==> src/rtl/rxr_pkg.sv <==
package rxr_pkg;

    typedef enum logic [2:0] {
        RS_IDLE     = 3'd0,
        RS_CBR      = 3'd1,
        RS_CBR_LOST = 3'd2,
        RS_DATA     = 3'd3,
        RS_DISCARD  = 3'd4
    } route_st_e;

    typedef enum logic [1:0] {
        CLS_NONE    = 2'd0,
        CLS_CBR     = 2'd1,
        CLS_DATA    = 2'd2,
        CLS_DISCARD = 2'd3
    } cell_cls_e;

endpackage

==> src/rtl/rxr_classify.sv <==
module rxr_classify
    import rxr_pkg::*;
#(
    parameter int ET_W = 2,
    parameter logic [(1<<ET_W)-1:0] CBR_CODES = '1 << 1
) (
    input  logic            vld,
    input  logic            oam,
    input  logic [ET_W-1:0] etype,
    input  logic            rx_en,
    input  logic            oam_sel,
    input  logic            unk_sel,
    output cell_cls_e       cls
);
    localparam int N_CODES = 1 << ET_W;

    logic [N_CODES-1:0] code_hit;
    logic               is_cbr_code;

    for (genvar g = 0; g < N_CODES; g++) begin : g_code
        assign code_hit[g] = (etype == ET_W'(g)) && CBR_CODES[g] && (g != 0);
    end

    assign is_cbr_code = |code_hit;

    always_comb begin
        if (!vld || !rx_en) begin
            cls = CLS_NONE;
        end else if (oam) begin
            cls = oam_sel ? CLS_DATA : CLS_DISCARD;
        end else if (etype == '0) begin
            cls = unk_sel ? CLS_DATA : CLS_DISCARD;
        end else if (is_cbr_code) begin
            cls = CLS_CBR;
        end else begin
            cls = CLS_DISCARD;
        end
    end
endmodule

==> src/rtl/rxr_route_fsm.sv <==
module rxr_route_fsm
    import rxr_pkg::*;
(
    input  logic      clk,
    input  logic      rst_n,
    input  cell_cls_e cls,
    input  logic      cbr_busy,
    input  logic      fifo_en,
    input  logic      fifo_full,
    output logic      cbr_push,
    output logic      wr_stb,
    output logic      ev_stored,
    output logic      ev_fifo_ovr,
    output logic      ev_cbr_ovr
);
    route_st_e st_q, st_d;

    always_comb begin
        unique case (cls)
            CLS_NONE:    st_d = RS_IDLE;
            CLS_CBR:     st_d = cbr_busy ? RS_CBR_LOST : RS_CBR;
            CLS_DATA:    st_d = fifo_en ? RS_DATA : RS_DISCARD;
            CLS_DISCARD: st_d = RS_DISCARD;
            default:     st_d = RS_IDLE;
        endcase
    end

    always_ff @(posedge clk) begin
        if (!rst_n) st_q <= RS_IDLE;
        else        st_q <= st_d;
    end

    always_comb begin
        cbr_push    = 1'b0;
        wr_stb      = 1'b0;
        ev_stored   = 1'b0;
        ev_fifo_ovr = 1'b0;
        ev_cbr_ovr  = 1'b0;
        unique case (st_q)
            RS_IDLE:     ;
            RS_CBR:      cbr_push = 1'b1;
            RS_CBR_LOST: ev_cbr_ovr = 1'b1;
            RS_DATA: begin
                if (fifo_full) begin
                    ev_fifo_ovr = 1'b1;
                end else begin
                    wr_stb    = 1'b1;
                    ev_stored = 1'b1;
                end
            end
            RS_DISCARD:  ;
            default:     ;
        endcase
    end
endmodule

==> src/rtl/rxr_wptr.sv <==
module rxr_wptr #(
    parameter int PTR_W = 8
) (
    input  logic             clk,
    input  logic             rst_n,
    input  logic             fifo_en,
    input  logic             wr_stb,
    input  logic             tst_inc,
    input  logic [PTR_W-1:0] rd_ptr,
    output logic [PTR_W-1:0] wr_ptr,
    output logic             full
);
    logic [PTR_W-1:0] step;

    assign step = PTR_W'(wr_stb) + PTR_W'(tst_inc);
    assign full = (wr_ptr + PTR_W'(1)) == rd_ptr;

    always_ff @(posedge clk) begin
        if (!rst_n || !fifo_en) wr_ptr <= '0;
        else                    wr_ptr <= wr_ptr + step;
    end
endmodule

==> src/rtl/rx_cell_router.sv <==
module rx_cell_router
    import rxr_pkg::*;
#(
    parameter int PTR_W = 8,
    parameter int ET_W  = 2,
    parameter logic [(1<<ET_W)-1:0] CBR_CODES = '1 << 1
) (
    input  logic             clk,
    input  logic             rst_n,
    input  logic             cell_vld,
    input  logic             cell_oam,
    input  logic [ET_W-1:0]  cell_etype,
    input  logic             cbr_busy,
    input  logic             cfg_rx_en,
    input  logic             cfg_oam_sel,
    input  logic             cfg_unk_sel,
    input  logic             cfg_fifo_en,
    input  logic             tst_ptr_inc,
    input  logic [PTR_W-1:0] fifo_rd_ptr,
    output logic             cbr_push,
    output logic             fifo_wr_stb,
    output logic [PTR_W-1:0] fifo_wr_ptr,
    output logic             ev_cell_stored,
    output logic             ev_fifo_ovr,
    output logic             ev_cbr_ovr
);
    cell_cls_e cls;
    logic      full;

    rxr_classify #(.ET_W(ET_W), .CBR_CODES(CBR_CODES)) u_cls (
        .vld     (cell_vld),
        .oam     (cell_oam),
        .etype   (cell_etype),
        .rx_en   (cfg_rx_en),
        .oam_sel (cfg_oam_sel),
        .unk_sel (cfg_unk_sel),
        .cls     (cls)
    );

    rxr_route_fsm u_fsm (
        .clk         (clk),
        .rst_n       (rst_n),
        .cls         (cls),
        .cbr_busy    (cbr_busy),
        .fifo_en     (cfg_fifo_en),
        .fifo_full   (full),
        .cbr_push    (cbr_push),
        .wr_stb      (fifo_wr_stb),
        .ev_stored   (ev_cell_stored),
        .ev_fifo_ovr (ev_fifo_ovr),
        .ev_cbr_ovr  (ev_cbr_ovr)
    );

    rxr_wptr #(.PTR_W(PTR_W)) u_wptr (
        .clk     (clk),
        .rst_n   (rst_n),
        .fifo_en (cfg_fifo_en),
        .wr_stb  (fifo_wr_stb),
        .tst_inc (tst_ptr_inc),
        .rd_ptr  (fifo_rd_ptr),
        .wr_ptr  (fifo_wr_ptr),
        .full    (full)
    );
endmodule

==> config.mk <==
export PLATFORM = sky130hd
export DESIGN_NAME = rx_cell_router
export DESIGN_NICKNAME = d
export VERILOG_FILES = /design/src/rtl/rxr_pkg.sv /design/src/rtl/rxr_classify.sv /design/src/rtl/rxr_route_fsm.sv /design/src/rtl/rxr_wptr.sv /design/src/rtl/rx_cell_router.sv
export SDC_FILE = /design/constraint.sdc
export NUM_CORES = 1
export LEC_CHECK = 0
export ABC_AREA = 1
export CORE_MARGIN = 10
export CORE_UTILIZATION = 43
export DETAILED_ROUTE_END_ITERATION = 8
export PLACE_DENSITY = 0.79
export SYNTH_ARGS = -nofsm -noshare
export SYNTH_HDL_FRONTEND = slang
export SYNTH_SLANG_ARGS = --single-unit
export TNS_END_PERCENT = 1
==> constraint.sdc <==
create_clock -name clk -period 3.1 [get_ports clk]
set_clock_uncertainty 0.15 [all_clocks]
set_input_delay 0.62 -clock clk [delete_from_list [all_inputs] [get_ports clk]]
set_output_delay 0.62 -clock clk [all_outputs]
set_load 0.02 [all_outputs]
==> results of run 1 <==
==> synthesized netlist by cell type, drive strengths merged <==
cell,instances
fa,1
nand3b,1
nand2,51
ha,4
a21oi,11
a31oi,1
o21ai,6
buf,1
inv,29
xnor2,2
dfxtp,11
nand3,8
nor3,1
xor2,1
nor2,20
==> timing repair <==
item | 4_1_cts | 5_1_grt
resized for setup | 3 | 10
pin swaps | 0 | 2
setup endpoints to repair | 3 | 4
setup buffers | 0 | 1
==> flip-flops by register name, indices dropped and copies added, names as in the netlist <==
name / cells
u_fsm.st_q: 3
u_wptr.wr_ptr: 8
==> path summary, 6_finish.rpt <==
check                          end              from  cells after the start
setup reg to reg  u_wptr.wr_ptr[6]  u_wptr.wr_ptr[1]                     17
hold reg to reg   u_wptr.wr_ptr[5]  u_wptr.wr_ptr[5]                      1
hold / removal    u_wptr.wr_ptr[5]  u_wptr.wr_ptr[5]                      1
setup / recovery  u_wptr.wr_ptr[6]    fifo_rd_ptr[3]                     16
==> routing by layer <==
layer | GRT usage (%) | part of all wire [%] | routed length [µm] | vias up
met5 | 0 | 0 | 0 | -
met4 | 5.61 | 1.8 | 42 | 0
met3 | 3.61 | 6.3 | 149 | 5
met2 | 18.7 | 49 | 1140 | 31
met1 | 11.6 | 43 | 1020 | 423
li1 | - | - | - | 538
==> metrics by stage <==
step | TNS (ns) | area (µm²) | hold slack [ns] | setup WS (ns)
after floorplan | 0 | 856 | 0.419 | 0.00508
after global placement | -0.526 | 1240 | 0.374 | -0.154
after detailed placement | -0.784 | 1240 | 0.381 | -0.238
after CTS | 0 | 1260 | 0.397 | 0.0432
after global routing | -0.0392 | 1290 | 0.471 | -0.0392
final | 0 | 1290 | 0.388 | 0.108
==> cell type report <==
cell class | instances | share of cell area [%]
flip-flops and latches | 11 | 17.1
repair buffers | 38 | 27.8
clock buffers | 4 | 2.04
inverters | 29 | 8.45
well taps | 27 | 2.62
multi-input cells | 107 | 42.0
==> worst max-delay path, stage by stage <==
cell and delay, ns:
clkdlybuf4s50_1 0.49, nand2_1 0.06, nand2_1 0.09, nor2_1 0.04
nor2_1 0.09, nand2_1 0.08, nor2_2 0.15, a21oi_2 0.08
ha_1 0.28, ha_2 0.17, inv_1 0.05, fa_2 0.36
nor2_4 0.13, nand2_2 0.07, o21ai_2 0.15, a21oi_1 0.08
==> power groups by stage <==
stage | clock [W] | sequential, W | combinational, W
after global placement | 0 | 0.000148 | 0.0000633
final | 0.0000957 | 0.000145 | 0.0000672
after CTS | 0.000100 | 0.000145 | 0.0000660
after floorplan | 0 | 0.000150 | 0.0000272
after detailed placement | 0 | 0.000148 | 0.0000655
after global routing | 0.000107 | 0.000145 | 0.0000740
==> cells by family (layout without fill, tap and decap cells) <==
group / after synthesis / after routing
and+or+nand+nor: 81 / 81
adders and majority gates: 5 / 5
xor gates and xnor gates: 3 / 3
AOI/OAI and AO/OA: 18 / 18
buffers and inverters: 30 / 71
DFF: 11 / 11
==> summary.txt, run 1 <==
Clock tree
  • Clock sink count: 11
  • CTS Buf Count: 3
  • CTS clk-pin slew, worst paths: 0.06 ns
  • CTS Buffer Depth: 2
  • CTS root buf: clkbuf_4
  • Clock Latency Late Sink: around 0.27 ns
  • CTS tree: yes
  • CTS H-tree lvls: 1
  • Hold-fix buffers, CTS: 0

Route
  • DR vias/cell: about 4.6
  • Remaining antenna violation count after routing: 0
  • Total Wirelength: between 2 and 2.5 mm
  • DR WL/cell: ~11 µm
  • Initial DRC Count: 33
  • Via count: 997
  • Post-route DRC: 0
  • Drt first pass iters: 4

Synth
  • Simple-Gate Fraction of Synth Area: 38.7%
  • Yosys Warn Count: 0
  • Post-synthesis average cell area: 5.78 µm²
  • Largest family of logic cells by synthesized area: simple AND/OR/NAND/NOR gates
  • Synth area leaders: dfxtp_1 (26%), nand2_1 (22%), inv_1 (13%)
  • Complex-gate fraction of the synthesized area: between 10% and 20%
  • Synthesized area: between 800 and 900 µm²
  • Net count after synthesis: 173
  • Sequential area share after synthesis: 25.7%
  • Post-synthesis share of cell area spent on xor and xnor gates: under 10%
  • Yosys cell types: 17
  • Post-synthesis mux area share: 0%
  • Post-synthesis adder-cell area fraction: under 10%
  • Area leader, netlist: dfxtp_1
  • Seq cells post-synth: 11
  • Gate count after technology mapping: 148
  • Post-synth top area share: about 26%

Place
  • Count of input and output buffers: 32
  • Placed Instances: 211
  • HPWL Detailed: 1.98 mm
  • Global placement routability congestion: about 0.83

Power and ir drop
  • Worst VDD drop: 0.000212 V
  • Total power: a little over 0.0003 W
  • Switching power: around 0.000076 W
  • Leak Pwr: between 0.6 and 0.7 nW
  • Int Power: between 0.0002 and 0.00025 W
  • Reg power frac: 47.1%
  • Clk pwr share: between 30% and 40%
  • Sw frac: approximately a quarter
  • P per Cell Area: between 200 and 250 nW/µm²
  • Comb pwr share: between 20% and 30%

Timing
  • Final hold viol count: 0
  • RSZ-0062 raised after global routing: true
  • Transition time of the tightest slew-check pin: about 0.28 ns
  • Fmax achieved: about 0.33 GHz
  • Slew Viols, Final: 0
  • Tmin final: around 3 ns
  • Setup violators final: 0
  • Final Cycle Share: 96.5%
  • Relative max-transition margin: around four fifths

Layout
  • Number of diodes: 0
  • Fin cells: roughly 220
  • Area Growth Syn to Fin: 50.6%
  • Commonest cells after routing, fill and taps aside: nand2_1 (49), inv_1 (29), clkdlybuf4s50_1 (29)
  • Layout cells sized above 1: 11.1%
  • FILL cells: between 150 and 200
  • Layout Nets: 215
  • Final core utilization: between 60% and 70%
  • Commonest non-fill, non-tap cell in the layout: nand2_1
  • Register area: 220 µm²
  • Area of the multi-input gates: 542 µm²

Global routing
  • Number of global-route vias before repair: between 900 and 1000
  • Tot GR Track Use: 10.9%
  • First-pass GRT wire length: around 3.8 mm
  • Initial antenna violation count: 0
  • Global route total overflow: 0
  • Largest net degree at the start of global routing: 9

Critical path
  • Crit path DAT: approximately 3.0 ns
  • Critical path class: input pin to flip-flop
  • Critical path capture point type: flip-flop
  • Startpoint Class: input pin
  • Max FO, Critical Path: 2
  • WP data required: about 3.1 ns
  • Reg2Reg Setup Slack: between 0.2 and 0.25 ns

Floorplan
  • Core area: approximately 1900 µm²
  • Chip height: about 65 µm
  • Initial core utilization: 44.5%
  • I/O pin cnt: 33
  • Row count: 16
  • Die area: about 4200 µm²
  • Die width: 64.6 µm

Worst hold path
  • Worst hold path class: flip-flop to flip-flop

Run status
  • Status: finished clean

Run
  • Number of max-cap violations: 0
Note: power is estimated with default switching activity, not from simulation.
==> run 2, diff against run 1 <==
- SLEW_MARGIN: unset -> 25
==> results of run 2 <==
The final DEF is identical to that of run 1; final timing and power are the same.
==> run 3, diff against run 2 <==
- ABC_AREA: 1 -> unset
- CORE_UTILIZATION: 43 -> 38
- PLACE_DENSITY: 0.79 -> 0.75
- clock period: 3.1 -> 2.5 ns (I/O delays scaled with it)
==> summary.txt, run 3 <==
Route
  • DR vias/cell: 5.03 (+9.0%)
  • Met3 Wirelength: 146 µm (-2.0%)
  • Via count: 835 (-16%)
  • Drt first pass iters: 4 (unchanged)
  • Met1 WL: 998 µm (-2.0%)
  • Initial DRC Count: 28 (-15%)
  • Total Wirelength: 2.31 mm (-2.0%)
  • Remaining antenna violation count after routing: 0 (unchanged)
  • DR WL/cell: 13.9 µm (+28%)
  • Top sig layer: met4
  • Post-route DRC: 0 (unchanged)
  • DR WL met2: 1.11 mm (-2.7%)

Layout
  • Layout Nets: 165 (-23%)
  • Commonest non-fill, non-tap cell in the layout: clkdlybuf4s50_1
  • Biggest registers after layout: u_wptr.wr_ptr: 8 flops, u_fsm.st_q: 3 flops
  • Area Growth Syn to Fin: 72.4%
  • FILL cells: 158 (-17%)
  • Reg with most FFs: u_wptr.wr_ptr
  • Number of diodes: 0 (unchanged)
  • Max reg flops: 8 (unchanged)
  • Commonest cells after routing, fill and taps aside: clkdlybuf4s50_1 (23), buf_4 (13), dfxtp_1 (8)
  • Layout cells sized above 1: 30.2% (+19 points)
  • Final core utilization: 69.8% (+2.8 points)

Global routing
  • First-pass GRT wire length: 3.86 mm (+1.8%)
  • Global route total overflow: 0 (unchanged)
  • Tot GR Track Use: 10.9% (+0.050 points)
  • Initial antenna violation count: 0 (unchanged)
  • Largest net degree at the start of global routing: 9 (unchanged)
  • Number of global-route vias before repair: 899 (-0.22%)

Timing
  • Final hold viol count: 0 (unchanged)
  • Slew Viols, Final: 0 (unchanged)
  • Hold WS: 0.499 ns (+0.110 ns)
  • Setup_tns: -2.93 ns (-2.93 ns)
  • RSZ-0062 raised after global routing: true
  • Setup violators final: 10 (+10)
  • Fmax achieved: between 0.3 and 0.4 GHz
  • Tmin final: between 3 and 4 ns
  • Worst setup margin: -0.529 ns (-0.637 ns)
  • Transition time of the tightest slew-check pin: 0.353 ns (+0.0735 ns)
  • Relative max-transition margin: 76.5% (-4.9 points)
  • Final Cycle Share: 121%

Clock tree
  • Clock Latency Late Sink: 0.27 ns (about the same)
  • CTS clk-pin slew, worst paths: 0.08 ns (+0.02 ns)
  • CTS Buffer Depth: 2 (unchanged)
  • CTS tree: yes
  • CTS Buf Count: 3 (unchanged)
  • Post-CTS Setup Bufs: 0 (unchanged)
  • CTS root buf: clkbuf_4
  • CTS H-tree lvls: 1 (unchanged)
  • Clock sink count: 11 (unchanged)
  • Hold-fix buffers, CTS: 0 (unchanged)

Synth
  • Yosys cell types: 35 (+18)
  • Post-synthesis mux area share: 0% (unchanged)
  • Post-synthesis average cell area: 8.72 µm² (+51%)
  • Post-synthesis share of cell area spent on xor and xnor gates: 14.0% (+11 points)
  • Post-synthesis adder-cell area fraction: 8.64% (+0.45 points)
  • Seq cells post-synth: 11 (unchanged)
  • Largest family of logic cells by synthesized area: simple AND/OR/NAND/NOR gates
  • Synth top cells by count: dfxtp_1 (11), a21oi_1 (8), nor2_1 (8)
  • Net count after synthesis: 118 (-32%)
  • Yosys Warn Count: 0 (unchanged)
  • Complex-gate fraction of the synthesized area: 17.6% (+6.9 points)
  • Synth area leaders: dfxtp_1 (27%), xor2_1 (7.6%), xnor2_1 (6.5%)
  • Most frequent cell after synthesis: dfxtp_1
  • Gate count after technology mapping: 93 (-37%)
  • Sequential area share after synthesis: 27.2% (+1.4 points)
  • Synthesized area: 811 µm² (-5.3%)
  • Simple-Gate Fraction of Synth Area: 28.4% (-10 points)
  • Area leader, netlist: dfxtp_1
  • Post-synth EDFFs: 0 (unchanged)
  • Async SR Flop Fraction: 0% (unchanged)
  • Synth Flop Type: dfxtp_1
  • Post-synth top area share: 27.2% (+1.4 points)

Critical path
  • RR Startpoint: u_wptr.wr_ptr[2]
  • Critical path capture point type: flip-flop
  • Reg2reg end: u_wptr.wr_ptr[4]
  • Startpoint Class: input pin
  • Critical path class: input pin to flip-flop
  • Crit path DAT: 3.08 ns (+0.08 ns)
  • Max FO, Critical Path: 4 (+2)
  • R2R depth: 11 (-6)
  • Setup crit start: fifo_rd_ptr[2]
  • WP data required: 2.55 ns (-0.56 ns)
  • Reg2Reg Setup Slack: -0.51 ns (-0.75 ns)

Power and ir drop
  • Leak Pwr: 0.542 nW (-11%)
  • P per Cell Area: 278 nW/µm² (+17%)
  • Worst VDD drop: 0.000230 V (+8.6%)

Floorplan
  • I/O pin cnt: 33 (unchanged)
  • Core area: 2000 µm² (+4.2%)
  • Chip height: 66.2 µm (+2.4%)
  • Die area: 4380 µm² (+5.0%)
  • Initial core utilization: 40.5% (-4.0 points)
  • Die width: 66.2 µm (+2.4%)
  • Row count: 16 (unchanged)

Worst hold path
  • Hold EP: u_wptr.wr_ptr[3]
  • Worst hold path class: flip-flop to flip-flop
  • Hold Path Origin: u_wptr.wr_ptr[3]
  • Hold Path Depth: 3 (+2)

Place
  • Global placement routability congestion: 0.800 (-4.1%)
  • Count of input and output buffers: 32 (unchanged)
  • HPWL Detailed: 1.85 mm (-6.5%)

Run status
  • Failing checks: setup timing
  • Status: complete, but fails checks

Run
  • Number of max-cap violations: 0 (unchanged)
[run 3: cell types whose count changed after synthesis, sizes merged, moves of 2 or more]
cell    previous run  this run
nand2             51         7
a21o               0         2
nor3b              0         3
a21boi             0         2
or3                0         3
a21oi             11         8
nor2              20         8
nor4b              0         2
o21ai              6         3
inv               29         3
xor2               1         7
nand3              8         4
xnor2              2         6
nand2b             0         3
[run 3: layout make-up]
type	count	area (µm²)	area share (%)
multi-input cells	76	676	48.3
well taps	27	33.8	2.42
inverters	3	11.3	0.806
repair buffers	45	424	30.3
clock buffers	4	26.3	1.88
flip-flops and latches	11	226	16.2
[run 3: repair_timing]
| item | 4_1_cts | 5_1_grt |
|---|---|---|
| setup endpoints to repair | 11 | 11 |
| endpoints found under the hold margin | 0 | 0 |
| gates resized for setup | 34 | 9 |
| pin swaps | 20 | 12 |
[run 3: power breakdown]
group	internal [W]	switching, W	leakage (nW)	total [W]
Clock	0.0000617	0.0000621	0.0150	0.000124
Combinational	0.0000510	0.0000353	0.436	0.0000864
Sequential	0.000177	0.00000196	0.0906	0.000179
Total	0.000290	0.0000993	0.542	0.000389
[run 3: how the worst max path moves through the flow]
stage          cells after the start          endpoint
2_1_floorplan                     11  u_wptr.wr_ptr[4]
3_3_place_gp                      12  u_wptr.wr_ptr[6]
3_5_place_dp                      12  u_wptr.wr_ptr[4]
4_1_cts                           12  u_wptr.wr_ptr[6]
5_1_grt                           11  u_wptr.wr_ptr[4]
6_report                          12  u_wptr.wr_ptr[4]
[run 3: cell families after synthesis]
| group | count (synthesis) |
|---|---|
| buffers and inverters | 6 |
| and+or+nand+nor | 39 |
| AOI/OAI and AO/OA | 19 |
| adders and majority gates | 5 |
| xor gates and xnor gates | 13 |
| DFF | 11 |
[run 3: through the flow]
| stage | instance area (µm²) | worst slack (ns) | total power, W | cells |
|---|---|---|---|---|
| floorplan | 831 | -0.707 | 0.000219 | 93 |
| detailed placement | 1270 | -1.22 | 0.000266 | 163 |
| global placement | 1270 | -1.12 | 0.000264 | 163 |
| CTS | 1350 | -0.559 | 0.000389 | 166 |
| global route | 1400 | -0.624 | 0.000408 | 166 |
| finish | 1400 | -0.529 | 0.000389 | 166 |
[run 3: worst max-delay path: stages]
cell and delay, ns:
buf_6 0.09, nand2b_4 0.13, or2_0 0.20, a311o_1 0.30
a2111oi_4 0.44, a21oi_4 0.12, ha_4 0.29, ha_4 0.13
inv_2 0.04, fa_2 0.37, or3_1 0.33, a21oi_1 0.16
[run 3: routing by layer]
layer / vias to the layer above / track usage, %
met5: - / 0
met4: 0 / 6.81
met3: 4 / 2.71
met2: 34 / 18.2
met1: 373 / 12.2
li1: 424 / -
